## config.mk

```make
export PLATFORM = sky130hd
export DESIGN_NAME = irq_event_ctrl
export DESIGN_NICKNAME = d
export VERILOG_FILES = /design/src/rtl/irq_evt_pkg.sv /design/src/rtl/irq_evt_regs.sv /design/src/rtl/irq_evt_router.sv /design/src/rtl/irq_evt_rdmux.sv /design/src/rtl/irq_event_ctrl.sv
export SDC_FILE = /design/constraint.sdc
export NUM_CORES = 1
export LEC_CHECK = 0
export BUFFER_PORTS_ARGS = -buffer_cell sky130_fd_sc_hd__buf_2
export CORE_ASPECT_RATIO = 0.9
export CORE_MARGIN = 4
export CORE_UTILIZATION = 50
export CTS_CLUSTER_SIZE = 8
export DETAILED_ROUTE_END_ITERATION = 10
export GPL_TIMING_DRIVEN = 0
export MAX_ROUTING_LAYER = met4
export PLACE_DENSITY = 0.81
export RECOVER_POWER = 100
export SYNTH_ARGS = -nofsm -noshare
export SYNTH_HDL_FRONTEND = slang
export SYNTH_SLANG_ARGS = --single-unit
```

## constraint.sdc

```tcl
create_clock -name clk -period 1.65 [get_ports clk]
set_clock_uncertainty 0.2 [all_clocks]
set_input_delay 0.165 -clock clk [delete_from_list [all_inputs] [get_ports clk]]
set_output_delay 0.165 -clock clk [all_outputs]
set_load 0.005 [all_outputs]
```

## src/rtl/irq_evt_pkg.sv

```systemverilog
package irq_evt_pkg;
  localparam int REG_W   = 32;
  localparam int EVT_LSB = 19;
  localparam int NUM_EVT = 13;
  localparam int NUM_IRQ = 13;

  localparam int BIT_UNDERRUN = 19;
  localparam int BIT_RETRY    = 20;
  localparam int BIT_LATECOL  = 21;
  localparam int BIT_BUSERR   = 22;
  localparam int BIT_MGMT     = 23;
  localparam int BIT_RXBUF    = 24;
  localparam int BIT_RXFRM    = 25;
  localparam int BIT_TXBUF    = 26;
  localparam int BIT_TXFRM    = 27;
  localparam int BIT_GSTOP    = 28;
  localparam int BIT_BABTX    = 29;
  localparam int BIT_BABRX    = 30;
  localparam int BIT_HBEAT    = 31;

  // Source event bit for each interrupt line (fixed order)
  function automatic int line_src_bit(input int line);
    case (line)
      0:       return BIT_TXFRM;
      1:       return BIT_TXBUF;
      2:       return BIT_UNDERRUN;
      3:       return BIT_RETRY;
      4:       return BIT_RXFRM;
      5:       return BIT_RXBUF;
      6:       return BIT_MGMT;
      7:       return BIT_LATECOL;
      8:       return BIT_HBEAT;
      9:       return BIT_GSTOP;
      10:      return BIT_BUSERR;
      11:      return BIT_BABTX;
      default: return BIT_BABRX;
    endcase
  endfunction
endpackage

```

## src/rtl/irq_evt_regs.sv

```systemverilog
module irq_evt_regs #(
  parameter int DATA_W    = irq_evt_pkg::REG_W,
  parameter int ADDR_W    = 4,
  parameter int EVT_LSB   = irq_evt_pkg::EVT_LSB,
  parameter int NUM_EVT   = irq_evt_pkg::NUM_EVT,
  parameter logic [ADDR_W-1:0] EVT_ADDR  = 1,
  parameter logic [ADDR_W-1:0] MASK_ADDR = 2,
  parameter int MGMT_BIT  = irq_evt_pkg::BIT_MGMT,
  parameter int GSTOP_BIT = irq_evt_pkg::BIT_GSTOP
) (
  input  logic              clk,
  input  logic              rst,
  input  logic [ADDR_W-1:0] addr,
  input  logic              we,
  input  logic [DATA_W-1:0] wdata,
  input  logic [NUM_EVT-1:0] set_vec,
  input  logic              mgmt_wr,
  input  logic              tx_ctrl_wr,
  input  logic              tx_ctrl_stop,
  output logic [DATA_W-1:0] evt_q,
  output logic [DATA_W-1:0] mask_q
);
  localparam int MGMT_IDX  = MGMT_BIT - EVT_LSB;
  localparam int GSTOP_IDX = GSTOP_BIT - EVT_LSB;

  logic [NUM_EVT-1:0] evt_bits;
  logic [NUM_EVT-1:0] set_all;
  logic [NUM_EVT-1:0] clr_all;
  logic               evt_wr;
  logic               mask_wr;

  assign evt_wr  = we && (addr == EVT_ADDR);
  assign mask_wr = we && (addr == MASK_ADDR);
  assign clr_all = evt_wr ? wdata[EVT_LSB +: NUM_EVT] : '0;

  always_comb begin
    set_all = set_vec;
    if (mgmt_wr)
      set_all[MGMT_IDX] = 1'b1;
    if (tx_ctrl_wr && tx_ctrl_stop)
      set_all[GSTOP_IDX] = 1'b1;
  end

  // Per-bit storage: a set beats a clear in the same cycle
  for (genvar k = 0; k < NUM_EVT; k++) begin : g_evt
    always_ff @(posedge clk) begin
      if (rst)
        evt_bits[k] <= 1'b0;
      else if (set_all[k])
        evt_bits[k] <= 1'b1;
      else if (clr_all[k])
        evt_bits[k] <= 1'b0;
    end
  end

  always_ff @(posedge clk) begin
    if (rst)
      mask_q <= '0;
    else if (mask_wr)
      mask_q <= wdata;
  end

  assign evt_q = {evt_bits, {EVT_LSB{1'b0}}};
endmodule

```

## src/rtl/irq_evt_router.sv

```systemverilog
module irq_evt_router #(
  parameter int DATA_W  = irq_evt_pkg::REG_W,
  parameter int NUM_IRQ = irq_evt_pkg::NUM_IRQ
) (
  input  logic               clk,
  input  logic               rst,
  input  logic [DATA_W-1:0]  evt_q,
  input  logic [DATA_W-1:0]  mask_q,
  output logic [NUM_IRQ-1:0] irq_q
);
  for (genvar i = 0; i < NUM_IRQ; i++) begin : g_line
    localparam int SRC = irq_evt_pkg::line_src_bit(i);
    always_ff @(posedge clk) begin
      if (rst)
        irq_q[i] <= 1'b0;
      else
        irq_q[i] <= evt_q[SRC] & mask_q[SRC];
    end
  end
endmodule

```

## src/rtl/irq_evt_rdmux.sv

```systemverilog
module irq_evt_rdmux #(
  parameter int DATA_W = irq_evt_pkg::REG_W,
  parameter int ADDR_W = 4,
  parameter logic [ADDR_W-1:0] EVT_ADDR  = 1,
  parameter logic [ADDR_W-1:0] MASK_ADDR = 2
) (
  input  logic              clk,
  input  logic              rst,
  input  logic [ADDR_W-1:0] addr,
  input  logic [DATA_W-1:0] evt_q,
  input  logic [DATA_W-1:0] mask_q,
  output logic [DATA_W-1:0] rdata_q
);
  logic [DATA_W-1:0] rd_next;

  always_comb begin
    case (addr)
      EVT_ADDR:  rd_next = evt_q;
      MASK_ADDR: rd_next = mask_q;
      default:   rd_next = '0;
    endcase
  end

  always_ff @(posedge clk) begin
    if (rst)
      rdata_q <= '0;
    else
      rdata_q <= rd_next;
  end
endmodule

```

## src/rtl/irq_event_ctrl.sv

```systemverilog
module irq_event_ctrl #(
  parameter int DATA_W  = irq_evt_pkg::REG_W,
  parameter int ADDR_W  = 4,
  parameter int NUM_EVT = irq_evt_pkg::NUM_EVT,
  parameter int NUM_IRQ = irq_evt_pkg::NUM_IRQ,
  parameter logic [ADDR_W-1:0] EVT_ADDR  = 1,
  parameter logic [ADDR_W-1:0] MASK_ADDR = 2
) (
  input  logic               clk,
  input  logic               rst,
  input  logic [ADDR_W-1:0]  bus_addr,
  input  logic               bus_we,
  input  logic [DATA_W-1:0]  bus_wdata,
  output logic [DATA_W-1:0]  bus_rdata,
  input  logic [NUM_EVT-1:0] evt_set,
  input  logic               mgmt_wr,
  input  logic               tx_ctrl_wr,
  input  logic               tx_ctrl_stop,
  output logic [NUM_IRQ-1:0] irq
);
  logic [DATA_W-1:0] evt_q;
  logic [DATA_W-1:0] mask_q;

  irq_evt_regs #(
    .DATA_W(DATA_W), .ADDR_W(ADDR_W), .NUM_EVT(NUM_EVT),
    .EVT_ADDR(EVT_ADDR), .MASK_ADDR(MASK_ADDR)
  ) u_regs (
    .clk(clk), .rst(rst), .addr(bus_addr), .we(bus_we), .wdata(bus_wdata),
    .set_vec(evt_set), .mgmt_wr(mgmt_wr), .tx_ctrl_wr(tx_ctrl_wr),
    .tx_ctrl_stop(tx_ctrl_stop), .evt_q(evt_q), .mask_q(mask_q)
  );

  irq_evt_router #(.DATA_W(DATA_W), .NUM_IRQ(NUM_IRQ)) u_router (
    .clk(clk), .rst(rst), .evt_q(evt_q), .mask_q(mask_q), .irq_q(irq)
  );

  irq_evt_rdmux #(
    .DATA_W(DATA_W), .ADDR_W(ADDR_W), .EVT_ADDR(EVT_ADDR), .MASK_ADDR(MASK_ADDR)
  ) u_rdmux (
    .clk(clk), .rst(rst), .addr(bus_addr), .evt_q(evt_q), .mask_q(mask_q),
    .rdata_q(bus_rdata)
  );
endmodule

```

==> results.md, run 1 <==
* Worst-path clk slew at 0.08 ns
* Sequential share of the synthesized area at 55.4%
* R2r endpoint: u_regs.evt_q[24]
* Internal power at 3.19 mW
* Hold wc startpoint: rst
* Final Critical Period at 1.57 ns
* GRT Total Usage at 21.0%
* Die Ht at 84.5 microns
* Hold_ws at 0.00682 ns
* Slew Limit Fails at 0
* Largest net degree at the start of global routing at 16
* Root Buffer: clkbuf_8
* PwrDens at 916 nW/um^2
* CP Launch Point: bus_wdata[24]
* Synth Area per Inst at 10.5 sq um
* Unrepaired setup endpoints after global routing: false
* Logic pwr share at 8.0%
* Synth warn at 0
* Final GP Congestion at 0.764
* Crit start category: primary input
* Port buffer count at 99
* Number of global-route vias before repair at 2,697
* Status: finished, final reports clean
* Post-Syn Area at 3250 sq um
* Core box area at 6220 sq um
* NumNets Final at 518
* Total Power at 4.10 mW
* Starting Density at 52.3%
* Crit. End Element: flop
* CP Capture Point: u_regs.evt_q[24]
* Worst-Skew Late Latency at 0.35 ns
* Ant diodes at 0
* FF-to-FF Start: u_regs.evt_q[24]
* Critical-path cell list: dlygate4sd3_1 -> clkbuf_1 -> a311oi_1 -> dlygate4sd3_1
* Number of setup buffers added after CTS at 0
* Async SR Flop Fraction at 0%
* Final setup violation count at 0
* R2R depth at 3
* DRC at 0
* Tightest Pin Transition at 0.802 ns
* CP bufs+invs at 3
* Sequential Power Share at 54.4%
* DRT antenna net count at 0
* Mapped Cells at 308
* Sw Share at 22.2%
* FILL cells at 485
* Seq cells post-synth at 90
* Reg2reg setup slack at 0.14 ns
* Clock share of power at 37.6%
* Drt initial violations at 140
* Fin area at 4480 sq um
* Psw at 0.912 mW
* Total Wirelength at 7610 microns
* Die Wd at 93.0 microns
* Global route overflow at 0
* Synth cell count leaders: dfxtp_1 (90), nand2b_1 (65), mux2i_1 (32)
* Top-area cell type share of the netlist area at 55.4%
* Number of CTS-inserted buffers at 9
* Setup CP Type: primary input to flop
* Via count at 2,616
* Final HPWL DP at 5030 microns
* Synth unique cells at 20
* Lkg Pwr at 1.90 nW
* H-Tree Depth at 3
* Crit path max-delay cell type: dlygate4sd3_1
* Top cell type by total area after synthesis: dfxtp_1
* First-pass DRT Iterations at 4
* Initial antenna violation count at 0
* Final Hold Viols at 0
* Core Util, Final at 72.0%
* FP Rows at 27
* Period Utilization, post-route at 95.2%
* Critical Path AT at 1.67 ns
* Area contributors post-synth: dfxtp_1 (55%), nand2b_1 (13%), mux2i_1 (9.9%), and2_1 (3.9%), a22o_1 (3.5%)
* Peak supply drop at 0.715 mV
* Area delta synth->final at 37.8%
* Crit. path cell count at 4
* Placed instance area at 3850 sq um
* I/O pin count at 100
* First-pass GRT wire length at 12,500 microns
* Most used cell, CP: dlygate4sd3_1
* Max-cap violations at 0
* Cell with the most instances after synthesis: dfxtp_1
* Post-synth EDFFs at 0
* Fin Setup TNS at 0 ns
* Die area at 7850 sq um
* Top FF cell, synth: dfxtp_1
* CTS tree: built
* Wirelength per Cell at 13.7 microns
* Slowest Stage Delay on Critical Path at 0.58 ns
* Syn Nets at 363
* Clock sinks at 90
* Highest clock rate at 637 MHz
* CTS Buffer Depth at 2
* Worst path required time at 1.75 ns
* CP Max Fanout at 2
* Routed vias/inst at 4.71
* Slew headroom at 45.8%
* Worst Hold Class: primary input to flop
* Layout cell share with drive strength beyond 1 at 22.0%
* Delay-heaviest family, CP: buffers and inverters
==> stage by stage <==
step                setup WS [ns]  std cells
global route               0.0301        555
global placement            0.137        494
detailed placement          0.128        494
CTS                        0.0147        555
floorplan                   0.441        308
finish                     0.0795        555
==> flip-flops by register name (all words and copies together), names as in the netlist <==
name             cells
u_rdmux.rdata_q     32
u_regs.mask_q       32
u_regs.evt_q        13
u_router.irq_q      13
==> power by group through the flow <==
stage | Clock [mW] | Sequential (mW) | Combinational, mW
4_1_cts | 1.58 | 2.23 | 0.328
5_1_grt | 1.68 | 2.24 | 0.365
6_report | 1.54 | 2.23 | 0.329
3_3_place_gp | 0 | 2.28 | 0.236
2_1_floorplan | 0 | 2.28 | 0.127
3_5_place_dp | 0 | 2.28 | 0.242
==> worst min-delay path by stage <==
stage                     endpoint  slack, ns  depth (start not counted)
2_1_floorplan     u_regs.evt_q[27]       0.07                          1
3_3_place_gp      u_regs.evt_q[21]       0.18                          2
3_5_place_dp      u_regs.evt_q[30]       0.19                          2
4_1_cts           u_regs.evt_q[28]       0.02                          3
5_1_grt        u_rdmux.rdata_q[31]       0.02                          3
6_report       u_rdmux.rdata_q[31]      0.007                          3
==> final cells by class <==
type	count	area, sq um	area share, %
Inverter	19	71.3	1.59
Tap cell	87	109	2.43
Clock inverter	5	62.6	1.40
Sequential cell	90	1800	40.2
Clock buffer	11	151	3.38
Timing Repair Buffer	144	917	20.5
Multi-Input combinational cell	181	1260	28.1
Buffer	18	104	2.32
==> what timing repair did <==
item | CTS | global route
setup endpoints to repair | 0 | 3
hold buffers | 45 | 0
resized for setup | 0 | 3
endpoints found under the hold margin | 45 | 0
==> cell families after synthesis <==
logic type | after synthesis | share of synthesized area (%)
simple gates | 122 | 22.1
mux | 32 | 9.86
buf+inv | 37 | 5.39
compound gates | 27 | 7.16
flops | 90 | 55.4
==> cells in the final DEF (no fill, tap or decap), drive strengths merged, types with 13 or more instances in the layout <==
master / instances
a22o: 13
inv: 19
nor2: 25
nand2b: 65
mux2i: 32
a311oi: 13
dfxtp: 90
buf: 84
dlygate4sd3: 45
and2: 20
clkbuf: 44
==> worst register-to-register path: cells and delay by family, from the launching register on <==
kind / cells / cell delay (ns)
flip-flops: 1 / 0.36
AO/OA/AOI/OAI: 1 / 0.26
buffers and inverters: 1 / 0.58
AND/OR/NAND/NOR: 1 / 0.06
==> layer usage <==
layer	track usage (%)	part of all wire, %	routed length (microns)
met5	-	0	0
met2	35.1	50	3800
met3	5.91	5.0	380
met1	23.4	43	3250
met4	9.05	2.4	186
(Power assumes the default switching activity.)
==> inputs of run 2 (changes only) <==
CELL_PAD_IN_SITES_DETAIL_PLACEMENT = 1   (was not set)
CELL_PAD_IN_SITES_GLOBAL_PLACEMENT = 1   (was not set)
CORE_UTILIZATION = 41   (was 50)
PLACE_DENSITY = 0.86   (was 0.81)
==> run 2 against run 1 <==
  * The flow now finishes with violations (negative setup slack)
  * Via count up 5.2%
  * Worst hold slack improved by 0.032 ns
  * Power down 0.83%
  * Register-to-register slack worse by 0.07 ns
  * First-iteration DRC count down 58%
  * Setup slack lost 0.090 ns
  * Fmax fell by 5.4%
  * Sequential power about the same
  * Sequential share of layout area up 0.12 points
  * Die area rose by 20%
  * Combinational power increased by 5%
  * Global-route usage is 1.6 points higher
  * Critical endpoint is now u_regs.evt_q[23]
==> results.md, run 2 (synthesis gave the netlist of run 1 again) <==
* Final Hold Viols at 0 (unchanged)
* First-pass DRT Iterations at 4 (unchanged)
* Final setup violation count at 1 (+1)
* Max-cap violations at 0 (unchanged)
* Total Power at 4.07 mW (-0.83%)
* Critical Path AT at 1.73 ns (+0.06 ns)
* Reg area at 1800 sq um (unchanged)
* Routed vias/inst at 4.86 (+3.2%)
* Root Buffer: clkbuf_8
* Number of CTS-inserted buffers at 9 (unchanged)
* Die Wd at 102 microns (+9.5%)
* Die area at 9420 sq um (+20%)
* Highest clock rate at 602 MHz (-5.4%)
* Failing checks: negative setup slack
* Crit start category: primary input
* Period Utilization, post-route at 101% (+5.5 points)
* Core Util, Final at 58.6% (-13 points)
* Multi-input logic area at 1270 sq um (+0.89%)
* Clock sinks at 90 (unchanged)
* Largest net degree at the start of global routing at 14 (-2)
* Placed instance area at 3860 sq um (+0.29%)
* PwrDens at 911 nW/um^2 (-0.53%)
* Starting Density at 42.6% (-9.6 points)
* Commonest non-fill, non-tap cell in the layout: dfxtp_1
* Global route overflow at 0 (unchanged)
* NumNets Final at 519 (+0.19%)
* Number of setup buffers added after CTS at 0 (unchanged)
* Core box area at 7620 sq um (+23%)
* Hold wc startpoint: bus_addr[2]
* Metal3 WL at 509 microns (+34%)
* R2R depth at 3 (unchanged)
* CP Capture Point: u_regs.evt_q[23]
* Slew headroom at 60.9% (+15 points)
* Drt initial violations at 59 (-58%)
* Lkg Pwr at 1.86 nW (-2.1%)
* Slew Limit Fails at 0 (unchanged)
* Metal2 WL at 5400 microns (+42%)
* Crit. End Element: flop
* DRC at 0 (unchanged)
* Worst path required time at 1.72 ns (-0.03 ns)
* GRT Total Usage at 22.6% (+1.6 points)
* Worst-path clk slew at 0.08 ns (about the same)
* Tightest Pin Transition at 0.587 ns (-0.215 ns)
* DRT antenna net count at 0 (unchanged)
* R2r endpoint: u_regs.evt_q[31]
* CP Max Fanout at 2 (unchanged)
* FILL cells at 912 (+88%)
* Setup ws final at -0.0109 ns (-0.0904 ns)
* Final Critical Period at 1.66 ns (+0.0904 ns)
* First-pass GRT wire length at 15,600 microns (+25%)
* Port buffer count at 99 (unchanged)
* Biggest registers after layout: u_rdmux.rdata_q (32), u_regs.mask_q (32)
* H-Tree Depth at 3 (unchanged)
* FP Rows at 30 (+11%)
* CTS Buffer Depth at 2 (unchanged)
* Worst Hold Class: primary input to flop
* Die Ht at 92.5 microns (+9.4%)
* Status: complete, but fails checks
* Initial antenna violation count at 2 (+2)
* Worst-Skew Late Latency at 0.35 ns (about the same)
* M1 WL at 3610 microns (+11%)
* CP Launch Point: mgmt_wr
* CTS tree: built
* FF-to-FF Start: u_regs.evt_q[31]
* Reg2reg setup slack at 0.07 ns (-0.07 ns)
* Peak supply drop at 0.522 mV (-27%)
* Wirelength per Cell at 17.3 microns (+26%)
* Setup CP Type: primary input to flop
* Fin area at 4460 sq um (-0.31%)
* I/O pin count at 100 (unchanged)
* Final GP Congestion at 0.748 (-2.0%)
* Via count at 2,753 (+5.2%)
* Top sig layer: met4
* Total Wirelength at 9800 microns (+29%)
* Final HPWL DP at 5980 microns (+19%)
* Layout cell share with drive strength beyond 1 at 20.6% (-1.5 points)
* Most frequent cells in the layout: dfxtp_1 (90), buf_2 (71), nand2b_1 (65)
* Area delta synth->final at 37.4%
* Number of global-route vias before repair at 3,109 (+15%)
==> run 2: per-layer routing <==
layer	vias up	global-route usage (%)
met1	1315	22.7
met5	-	-
li1	1320	-
met2	97	41.0
met4	0	10.7
met3	21	5.12
==> run 2: layout make-up <==
type                            instances  share of cell area (%)
Timing Repair Buffer                  145                    20.6
Multi-Input combinational cell        181                    28.5
Tap cell                               96                    2.69
Clock inverter                          3                   0.897
Buffer                                 18                    1.77
Clock buffer                           11                    3.39
Antenna cell                            3                   0.168
Sequential cell                        90                    40.4
Inverter                               19                    1.60
==> run 2: how the worst min path moves through the flow <==
| stage | end | depth (start not counted) |
|---|---|---|
| final | u_rdmux.rdata_q[31] | 3 |
| after global placement | u_regs.evt_q[28] | 2 |
| after global routing | u_rdmux.rdata_q[31] | 3 |
| after detailed placement | u_regs.evt_q[28] | 2 |
| after CTS | u_rdmux.rdata_q[31] | 3 |
| after floorplan | u_regs.evt_q[27] | 1 |
==> run 2: power by group <==
group | total (mW) | switching [mW] | internal, mW
Combinational | 0.347 | 0.153 | 0.195
Clock | 1.49 | 0.724 | 0.762
Sequential | 2.23 | 0.0271 | 2.21
Total | 4.07 | 0.904 | 3.16
==> run 2: repair_timing <==
item                                    4_1_cts  5_1_grt
endpoints found under the setup margin        0        2
endpoints found under the hold margin        45        0
gates resized for setup                       0        2
hold buffers                                 46        0
==> run 2: stage by stage <==
stage               setup WS [ns]  hold slack [ns]  std cells  setup TNS, ns
finish                    -0.0109           0.0393        566        -0.0109
global route              -0.0129           0.0432        565        -0.0129
CTS                        0.0837           0.0184        563              0
detailed placement         0.0652            0.185        503              0
global placement           0.0354            0.176        503              0
floorplan                   0.441           0.0737        308              0
==> run 2: worst max-delay path: stages <==
cell	delay [ns]
dlygate4sd3_1	0.54
buf_2	0.12
nor2_1	0.04
dlygate4sd3_1	0.58
a311oi_2	0.28
